==> src/rtl/bb_phase_pkg.sv <==
`timescale 1ns/1ps
package bb_phase_pkg;
    localparam int PH_COARSE    = 12;
    localparam int PH_FINE_W    = 3;
    localparam int PH_FINE      = 1 << PH_FINE_W;
    localparam int PH_CODE_SPAN = PH_COARSE * PH_FINE;
    localparam int PH_CODE_W    = $clog2(PH_CODE_SPAN);
    localparam int PH_SEL_W     = $clog2(PH_COARSE);
    localparam int PH_WT_W      = PH_FINE_W + 1;

    typedef struct packed {
        logic [PH_SEL_W-1:0]  coarse;
        logic [PH_FINE_W-1:0] fine;
    } ph_code_t;

    typedef struct packed {
        logic [PH_SEL_W-1:0] sel_a;
        logic [PH_SEL_W-1:0] sel_b;
        logic [PH_WT_W-1:0]  wt_a;
        logic [PH_WT_W-1:0]  wt_b;
    } interp_ctl_t;

    function automatic logic [PH_SEL_W-1:0] next_coarse(input logic [PH_SEL_W-1:0] c);
        return (c == PH_SEL_W'(PH_COARSE - 1)) ? '0 : c + 1'b1;
    endfunction
endpackage

==> src/rtl/bb_phase_accum.sv <==
`timescale 1ns/1ps
module bb_phase_accum
    import bb_phase_pkg::*;
#(
    parameter int FRAC_BITS = 2,
    parameter int STEP      = 2
) (
    input  logic                 clk,
    input  logic                 rst,
    input  logic                 upd_vld,
    input  logic                 pd_early,
    output logic [PH_CODE_W-1:0] code
);
    localparam int ACC_W = PH_CODE_W + FRAC_BITS;
    localparam int MOD   = PH_CODE_SPAN << FRAC_BITS;
    localparam logic [ACC_W-1:0] STEP_V = ACC_W'(STEP);
    localparam logic [ACC_W-1:0] MOD_V  = ACC_W'(MOD);

    logic [ACC_W-1:0] acc;
    logic [ACC_W-1:0] up_val;
    logic [ACC_W-1:0] dn_val;

    always_comb begin
        up_val = acc + STEP_V;
        if (up_val >= MOD_V) up_val = up_val - MOD_V;
        if (acc >= STEP_V) dn_val = acc - STEP_V;
        else               dn_val = acc + (MOD_V - STEP_V);
    end

    always_ff @(posedge clk) begin
        if (rst)          acc <= '0;
        else if (upd_vld) acc <= pd_early ? up_val : dn_val;
    end

    generate
        if (FRAC_BITS == 0) begin : g_nofrac
            assign code = acc;
        end else begin : g_frac
            assign code = acc[ACC_W-1:FRAC_BITS];
        end
    endgenerate


    idle_hold_chk: assert property (@(posedge clk) disable iff (rst)
        !upd_vld |=> $stable(acc));


    up_dir_chk: assert property (@(posedge clk) disable iff (rst)
        (upd_vld && pd_early && (acc < MOD_V - STEP_V)) |=> (acc > $past(acc)));


    down_wrap_chk: assert property (@(posedge clk) disable iff (rst)
        (upd_vld && !pd_early && (acc < STEP_V)) |=> (acc >= MOD_V - STEP_V));
endmodule

==> src/rtl/bb_code_split.sv <==
`timescale 1ns/1ps
module bb_code_split
    import bb_phase_pkg::*;
(
    input  logic [PH_CODE_W-1:0] code,
    output interp_ctl_t          ctl
);
    ph_code_t pc;

    always_comb begin
        pc        = ph_code_t'(code);
        ctl.sel_a = pc.coarse;
        ctl.sel_b = next_coarse(pc.coarse);
        ctl.wt_b  = {1'b0, pc.fine};
        ctl.wt_a  = PH_WT_W'(PH_FINE) - {1'b0, pc.fine};
    end
endmodule

==> src/rtl/bb_lock_detect.sv <==
`timescale 1ns/1ps
module bb_lock_detect #(
    parameter int WIN_LEN   = 8,
    parameter int LOCK_WINS = 16,
    parameter int RUN_LEN   = 8,
    parameter int BAL_TOL   = 2
) (
    input  logic clk,
    input  logic rst,
    input  logic upd_vld,
    input  logic pd_early,
    output logic lock
);
    localparam int WP_W  = (WIN_LEN > 1) ? $clog2(WIN_LEN) : 1;
    localparam int UP_W  = $clog2(WIN_LEN + 1);
    localparam int GC_W  = (LOCK_WINS > 1) ? $clog2(LOCK_WINS) : 1;
    localparam int RUN_W = $clog2(RUN_LEN + 1);

    logic [WP_W-1:0]  win_pos;
    logic [UP_W-1:0]  ups, ups_n;
    logic [GC_W-1:0]  good_cnt;
    logic [RUN_W-1:0] run_cnt, run_n;
    logic             last_dir;
    logic             win_close, win_bal, run_hit;
    int               diff;

    always_comb begin
        ups_n     = ups + UP_W'(pd_early);
        win_close = (win_pos == WP_W'(WIN_LEN - 1));
        diff      = 2 * int'(ups_n) - WIN_LEN;
        win_bal   = (diff <= BAL_TOL) && (diff >= -BAL_TOL);
        if (pd_early == last_dir && run_cnt != '0)
            run_n = (run_cnt == RUN_W'(RUN_LEN)) ? run_cnt : run_cnt + 1'b1;
        else
            run_n = RUN_W'(1);
        run_hit = (run_n == RUN_W'(RUN_LEN));
    end

    always_ff @(posedge clk) begin
        if (rst) begin
            win_pos  <= '0;
            ups      <= '0;
            good_cnt <= '0;
            run_cnt  <= '0;
            last_dir <= 1'b0;
            lock     <= 1'b0;
        end else if (upd_vld) begin
            run_cnt  <= run_n;
            last_dir <= pd_early;
            if (win_close) begin
                win_pos <= '0;
                ups     <= '0;
                if (win_bal) begin
                    if (good_cnt == GC_W'(LOCK_WINS - 1)) lock <= 1'b1;
                    else                                  good_cnt <= good_cnt + 1'b1;
                end else begin
                    good_cnt <= '0;
                end
            end else begin
                win_pos <= win_pos + 1'b1;
                ups     <= ups_n;
            end
            if (run_hit) begin
                lock     <= 1'b0;
                good_cnt <= '0;
            end
        end
    end


    lock_rise_chk: assert property (@(posedge clk) disable iff (rst)
        $rose(lock) |-> $past(upd_vld));


    run_clear_chk: assert property (@(posedge clk) disable iff (rst)
        (run_cnt == RUN_W'(RUN_LEN)) |-> !lock);


    lock_idle_chk: assert property (@(posedge clk) disable iff (rst)
        !upd_vld |=> $stable(lock));
endmodule

==> src/rtl/bb_phase_ctrl.sv <==
`timescale 1ns/1ps
module bb_phase_ctrl
    import bb_phase_pkg::*;
#(
    parameter int FRAC_BITS = 2,
    parameter int STEP      = 2,
    parameter int WIN_LEN   = 8,
    parameter int LOCK_WINS = 16,
    parameter int RUN_LEN   = 8
) (
    input  logic       clk,
    input  logic       rst,
    input  logic       upd_vld,
    input  logic       pd_early,
    output logic [3:0] coarse_sel,
    output logic [3:0] next_sel,
    output logic [3:0] wt_this,
    output logic [3:0] wt_next,
    output logic       lock
);
    logic [PH_CODE_W-1:0] code;
    interp_ctl_t          ctl;

    bb_phase_accum #(.FRAC_BITS(FRAC_BITS), .STEP(STEP)) u_accum (
        .clk(clk), .rst(rst), .upd_vld(upd_vld), .pd_early(pd_early), .code(code)
    );

    bb_code_split u_split (.code(code), .ctl(ctl));

    bb_lock_detect #(
        .WIN_LEN(WIN_LEN), .LOCK_WINS(LOCK_WINS), .RUN_LEN(RUN_LEN), .BAL_TOL(2)
    ) u_lock (
        .clk(clk), .rst(rst), .upd_vld(upd_vld), .pd_early(pd_early), .lock(lock)
    );

    assign coarse_sel = ctl.sel_a;
    assign next_sel   = ctl.sel_b;
    assign wt_this    = ctl.wt_a;
    assign wt_next    = ctl.wt_b;


    coarse_range_chk: assert property (@(posedge clk) disable iff (rst)
        coarse_sel < 4'(PH_COARSE));


    carry_chk: assert property (@(posedge clk) disable iff (rst)
        (upd_vld && pd_early && wt_next != 4'd0) |=> (coarse_sel == $past(coarse_sel)) || (wt_next == 4'd0));
endmodule

==> config.mk <==
export PLATFORM = sky130hd
export DESIGN_NAME = bb_phase_ctrl
export DESIGN_NICKNAME = d
export VERILOG_FILES = /design/src/rtl/bb_phase_pkg.sv /design/src/rtl/bb_phase_accum.sv /design/src/rtl/bb_code_split.sv /design/src/rtl/bb_lock_detect.sv /design/src/rtl/bb_phase_ctrl.sv
export SDC_FILE = /design/constraint.sdc
export NUM_CORES = 1
export LEC_CHECK = 0
export ABC_AREA = 1
export BUFFER_PORTS_ARGS = -buffer_cell sky130_fd_sc_hd__buf_2
export CAP_MARGIN = 30
export CORE_MARGIN = 2
export CORE_UTILIZATION = 30
export CTS_BUF_LIST = sky130_fd_sc_hd__clkbuf_16
export DETAILED_ROUTE_END_ITERATION = 8
export GPL_TIMING_DRIVEN = 0
export PLACE_DENSITY = 0.51
export REMOVE_ABC_BUFFERS = 1
export SYNTH_ARGS = -nofsm -noshare
export SYNTH_HDL_FRONTEND = slang
export SYNTH_SLANG_ARGS = --single-unit
export TNS_END_PERCENT = 30
==> constraint.sdc <==
create_clock -name clk -period 2.3 [get_ports clk]
set_input_delay 0.46 -clock clk [delete_from_list [all_inputs] [get_ports clk]]
set_output_delay 0.46 -clock clk [all_outputs]
set_load 0.01 [all_outputs]
==> results of run 1 <==
## layout by cell type, fill, tap and decap left out, types with 2 or more instances in the layout
cell type	n
nand2_4	3
o21ai_0	12
nor2_2	6
xnor2_1	2
a211oi_1	4
a21oi_1	16
nand2_1	50
nand4_1	5
xor2_1	6
nand3_2	3
inv_1	33
clkbuf_16	3
dfxtp_1	25
nor2_1	20
o22ai_1	2
buf_4	3
nand3_1	18
inv_2	5
ha_1	15
buf_2	18
nand3b_1	2
nand2_2	9
## registers in the layout, indices dropped and copies added, names as in the netlist
name,flops
u_lock.run_cnt,4
u_lock.lock,1
u_lock.ups,4
u_accum.acc,8
u_lock.win_pos,3
u_lock.last_dir,1
u_lock.good_cnt,4
## how the worst min path moves through the flow
stage / startpoint / to / slack (ns)
after floorplan: u_lock.win_pos[0] / u_lock.win_pos[0] / 0.44
after global placement: u_lock.ups[0] / u_lock.ups[0] / 0.46
after detailed placement: u_lock.win_pos[0] / u_lock.win_pos[0] / 0.46
after CTS: u_lock.win_pos[1] / u_lock.win_pos[1] / 0.48
after global routing: u_lock.win_pos[1] / u_lock.win_pos[1] / 0.51
final: u_lock.win_pos[0] / u_lock.win_pos[0] / 0.47
## metrics by stage
step	power [uW]	util, %	TNS, ns	cells
final	1140	34.3	0	347
after global routing	1220	34.3	-0.0241	347
after CTS	1150	33.8	0	345
after detailed placement	762	32.5	-1.07	341
after global placement	762	32.5	-0.989	341
after floorplan	685	-	0	247
## cell families (layout without fill, tap and decap cells)
| logic type | Yosys count | in the layout |
|---|---|---|
| AOI/OAI and AO/OA | 39 | 39 |
| xor gates and xnor gates | 8 | 8 |
| adders and majority gates | 16 | 16 |
| buffers and inverters | 54 | 63 |
| DFF | 25 | 25 |
| other | 1 | 1 |
| and+or+nand+nor | 120 | 120 |
## timing repair
item	4_1_cts	5_1_grt
setup endpoints to repair	0	5
gates resized for setup	0	5
setup buffers	0	2
## report_power, final
part	switching, uW	internal, uW	total [uW]
Clock	151	233	384
Combinational	163	103	267
Sequential	30.4	458	488
Total	345	794	1140
## final cells by class
type                       count  share of cell area, %
multi-input combinational    184                   54.5
sequential                    25                   24.5
inverter                      38                   7.09
timing repair buffer          21                   5.50
tap                           75                   4.59
clock buffer                   3                   3.67
clock inverter                 1                  0.183
## routing by layer
layer / routed length (um) / track usage (%)
met2: 1660 / 19.9
met4: 61 / 5.08
met1: 1840 / 16.0
met3: 117 / 1.74
met5: 0 / 0
## critical path, stage by stage
cell,delay [ns]
buf_4,0.17
ha_4,0.18
ha_1,0.19
inv_1,0.06
nand2_1,0.07
nand2_2,0.09
inv_1,0.06
ha_1,0.26
inv_1,0.05
nand3_1,0.07
nand2_1,0.08
nand2_1,0.05
nand2_1,0.07
nand3_2,0.07
nand2_2,0.08
nand2_4,0.07
nor2_1,0.13
nor2_2,0.05
==> results.md, run 1 <==
- First-pass GRT wire length: 6450 um
- Commonest cells in the synthesized netlist: nand2_1 (51), inv_1 (32), dfxtp_1 (25), nor2_1 (20), nand3_1 (18)
- Max frequency: 0.474 GHz
- Finish-stage setup viols: 0
- Worst R2R Path Depth: 17
- Io pins: 21
- Via/cell ratio: 4.59
- Area share of the largest cell type after synthesis: 27.0%
- Largest family of logic cells by synthesized area: simple AND/OR/NAND/NOR gates
- Syn_area_per_cell: 7.05 um2
- Drt initial violations: 50
- Overall routing resource usage: 12.2%
- Period utilisation layout: 91.7%
- Post-synthesis sequential area ratio: 27.0%
- Synthesized flop and latch total: 25
- RD Place Congestion: 0.802
- Leak: 0.000981 uW
- Grt ovf: 0
- Fin area: 2050 um2
- Clk sink count: 25
- Power Dens Cells: 557 nW/um2
- Die area: 6830 um2
- Fraction of layout cells with a size suffix above 1: 20.2%
- CTS buffer count: 3
- Synth Area in Compound Gates: 11.8%
- DIE HEIGHT: 82.6 um
- Max-cap violations: 0
- Via Count: 1591
- Top cells by area, synth: dfxtp_1 (27%), ha_1 (11%), nand2_1 (10%)
- Synth Area in XOR/XNOR: 3.78%
- # fillers: 648
- Fin. Hold Viols: 0
- Post-route ant nets: 0
- Adder-cell share of the synthesized area: 10.8%
- TritonCTS clock tree: built
- Synth async-reset ratio: 0%
- Placed cell areas: 1930 um2
- Quantity of hold-fixing buffers added after cts: 0
- Register area: 500 um2
- Worst Setup SP: pd_early
- Clock latency on the worst-skew pair: 0.26 ns
- CP startpoint kind: primary input
- Initial Util: 31.1%
- Multi-input logic area: 1110 um2
- Min-Delay Path Depth: 1
- Clock-pin slew on the worst setup and hold paths: 0.06 ns
- P&R area growth vs syn: 10.3%
- Largest net degree at the start of global routing: 21
- Multiplexer share of the synthesized area: 0%
- Vias in the first global route: 1413
- Worst R2R Setup Slack: 0.23 ns
- Die X: 82.6 um
- Status: finished clean
- Core ar.: 5960 um2
- Worst slew margin: 58.8%
- CP max FO: 8
- VDD IR max: 0.000329 V
- WHS: 0.473 ns
- CTS H-tree depth: 1
- Clk buf depth: 2
- Tmin final: 2.11 ns
- Worst-margin pin slew: 0.617 ns
- Final wirelength: 3680 um
- Cell row count: 28
- Initial antenna violation count: 0
- Most common cell in the synthesized netlist: nand2_1
- DP HPWL: 2760 um
- Synth Warn #: 0
- Synth unique cells: 35
- Inserted Diodes: 0
- WL/cell: 10.6 um
- Setup crit end kind: register
- DR DRC count: 0
- Layout Nets: 293
- Prevailing post-synth register cell: dfxtp_1
- Pre-CTS setup slack: -0.251 ns
- Hold Crit Class: register to register
- CTS root buffer: clkbuf_16
- Number of synthesized flops with an enable pin: 0
- Simple-Gate Fraction of Synth Area: 32.7%
- CP required: 2.46 ns
- Critical path capture point: u_lock.good_cnt[3]
- Worst Path Class, Setup: primary input to register
- Arr. time, crit path: 2.26 ns
- DRT Pass-1 Iters: 4
- Fin. max-slew vios: 0
- Worst Skew: 0.00204 ns
- Setup ws final: 0.192 ns
- Cell taking the most area after synthesis: dfxtp_1
- Buffers on Ports: 19
- Reg2Reg Launch Point: u_lock.ups[0]
- Mapped Cells: 263
- R2R Path End: u_lock.good_cnt[3]
- Cell Area, Synth: 1850 um2
Note: power is estimated with default switching activity, not from simulation.
==> run 2, diff against run 1 <==
--- a/config.mk
+++ b/config.mk
@@ -16,3 +16,2 @@
 export PLACE_DENSITY = 0.51
-export REMOVE_ABC_BUFFERS = 1
 export SYNTH_ARGS = -nofsm -noshare
==> constraint.sdc (replaced) <==
create_clock -name clk -period 2.3 [get_ports clk]
set_input_delay 0 -clock clk [delete_from_list [all_inputs] [get_ports clk]]
set_output_delay 0 -clock clk [all_outputs]
set_load 0.01 [all_outputs]
==> results.md, run 2 (synthesis results as in run 1) <==
- Quantity of hold-fixing buffers added after cts: 0 (unchanged)
- Vias in the first global route: 1529 (+8.2%)
- CTS buffer count: 3 (unchanged)
- CTS root buffer: clkbuf_16
- Die X: 82.6 um (unchanged)
- Worst R2R Path Depth: 17 (unchanged)
- DP HPWL: 2980 um (+8.1%)
- CP max stage cell: dfxtp_1
- Clock latency on the worst-skew pair: 0.26 ns (about the same)
- Finish-stage setup viols: 0 (unchanged)
- Reg2Reg Launch Point: u_lock.ups[0]
- # fillers: 652 (+0.62%)
- Hold Crit Class: primary input to register
- Via Count: 1633 (+2.6%)
- Post-route ant nets: 0 (unchanged)
- CP cell instances: ha_2, ha_2, inv_1, nand2_1, nand2_2, inv_1, ha_1, inv_1, nand3_1, nand2_2, nand2_1, nand2_1, nand3_2, nand2_2, nand2_4, nor2_1, nor2_2
- Leak: 0.00104 uW (+6.4%)
- Setup ws final: 0.230 ns (+0.0386 ns)
- Inserted Diodes: 0 (unchanged)
- Arr. time, crit path: 2.23 ns (-0.03 ns)
- WL/cell: 10.8 um (+1.8%)
- Via/cell ratio: 4.51 (-1.6%)
- Max frequency: 0.483 GHz (+1.9%)
- Power Dens Cells: 549 nW/um2 (-1.4%)
- Die area: 6830 um2 (unchanged)
- Clock-pin slew on the worst setup and hold paths: 0.07 ns (about the same)
- Max-cap violations: 0 (unchanged)
- Grt ovf: 0 (unchanged)
- Tmin final: 2.07 ns (-0.0386 ns)
- CP max stage delay: 0.36 ns (+0.10 ns)
- Worst R2R Setup Slack: 0.23 ns (about the same)
- First-pass GRT wire length: 6840 um (+6.1%)
- CTS H-tree depth: 1 (unchanged)
- Clk buf depth: 2 (unchanged)
- Core ar.: 5960 um2 (unchanged)
- Fin. max-slew vios: 0 (unchanged)
- TritonCTS clock tree: built
- CP max FO: 8 (unchanged)
- Fin. Hold Viols: 0 (unchanged)
- Commonest non-fill, non-tap cells in the layout: nand2_1 (49), inv_1 (32), dfxtp_1 (25)
- Worst Skew: 0.00286 ns (+0.000818 ns)
- Layout Nets: 308 (+5.1%)
- Commonest non-fill, non-tap cell in the layout: nand2_1
- R2R Path End: u_lock.good_cnt[3]
- WHS: 0.0273 ns (-0.446 ns)
- Worst Path Class, Setup: register to register
- Post-Syn Nets: 283
- Min-Delay Path Depth: 2 (+1)
- DRT Pass-1 Iters: 5 (+1)
- CP required: 2.46 ns (about the same)
- Buffers on Ports: 19 (unchanged)
- Pre-CTS setup slack: 0.175 ns (+0.426 ns)
- Fraction of layout cells with a size suffix above 1: 24.7% (+4.5 points)
- Io pins: 21 (unchanged)
- DIE HEIGHT: 82.6 um (unchanged)
- Initial antenna violation count: 0 (unchanged)
- Hold wc startpoint: rst
- Setup crit end kind: register
- Sum of negative setup slack: 0 ns (unchanged)
- Top reg by flops: u_accum.acc
- VDD IR max: 0.000280 V (-15%)
- Period utilisation layout: 90.0% (-1.7 points)
- Hold Path End: u_lock.win_pos[0]
- Buf+Inv Stages, Crit Path: 3 (-1)
- Largest register FFs: 8 (unchanged)
- Cell row count: 28 (unchanged)
- Final wirelength: 3910 um (+6.2%)
- Critical path's top delay family: simple AND/OR/NAND/NOR gates
- Largest net degree at the start of global routing: 15 (-29%)
- RD Place Congestion: 0.781 (-2.6%)
- Overall routing resource usage: 12.7% (+0.51 points)
- DR DRC count: 0 (unchanged)
- Clk sink count: 25 (unchanged)
- Status: finished clean
- P&R area growth vs syn: 15.5%
- Initial Util: 31.1% (unchanged)
- CP startpoint kind: register
- Drt initial violations: 94 (+88%)
==> run 2: layout make-up <==
| cell class | instances | area, um2 | share of cell area [%] |
|---|---|---|---|
| Clock buffer | 3 | 75.1 | 3.51 |
| Inverter | 38 | 145 | 6.78 |
| Buffer | 16 | 109 | 5.08 |
| Multi-Input combinational cell | 184 | 1110 | 51.8 |
| Tap cell | 75 | 93.8 | 4.38 |
| Clock inverter | 1 | 5.00 | 0.234 |
| Sequential cell | 25 | 500 | 23.4 |
| Timing Repair Buffer | 20 | 103 | 4.79 |
==> run 2: power breakdown <==
| part | switching [uW] | internal, uW | leakage [uW] |
|---|---|---|---|
| logic | 171 | 122 | 0.000798 |
| clock network | 162 | 235 | 0.0000409 |
| registers | 28.6 | 457 | 0.000205 |
| total | 361 | 814 | 0.00104 |
==> run 2: how the worst max path moves through the flow <==
stage	start	end	depth (start not counted)
6_report	u_lock.ups[0]	u_lock.good_cnt[3]	17
5_1_grt	u_lock.ups[0]	u_lock.good_cnt[3]	18
4_1_cts	u_lock.ups[0]	u_lock.good_cnt[3]	17
3_5_place_dp	u_lock.ups[0]	u_lock.good_cnt[3]	17
3_3_place_gp	u_lock.ups[0]	u_lock.good_cnt[3]	17
2_1_floorplan	u_lock.ups[0]	u_lock.good_cnt[1]	17
==> run 2: stage by stage <==
| step | cell area [um2] | utilization [%] | total power, uW | instances |
|---|---|---|---|---|
| after floorplan | 1850 | - | 715 | 263 |
| after detailed placement | 2040 | 34.3 | 790 | 357 |
| after global routing | 2140 | 35.9 | 1250 | 362 |
| after global placement | 2040 | 34.3 | 789 | 357 |
| final | 2140 | 35.9 | 1180 | 362 |
| after CTS | 2120 | 35.7 | 1190 | 361 |
==> run 2: what timing repair did <==
| action | CTS | global route |
|---|---|---|
| setup endpoints to repair | 0 | 4 |
| endpoints found under the hold margin | 0 | 0 |
| resized for setup | 0 | 4 |
| buffers inserted | 0 | 1 |
==> run 2: routing by layer <==
layer,share of wire [%],up-vias,GRT usage (%)
met5,0,-,0
met4,0.64,0,2.95
met3,2.9,2,1.63
met2,46,18,21.5
met1,50,727,17.2
li1,-,886,-
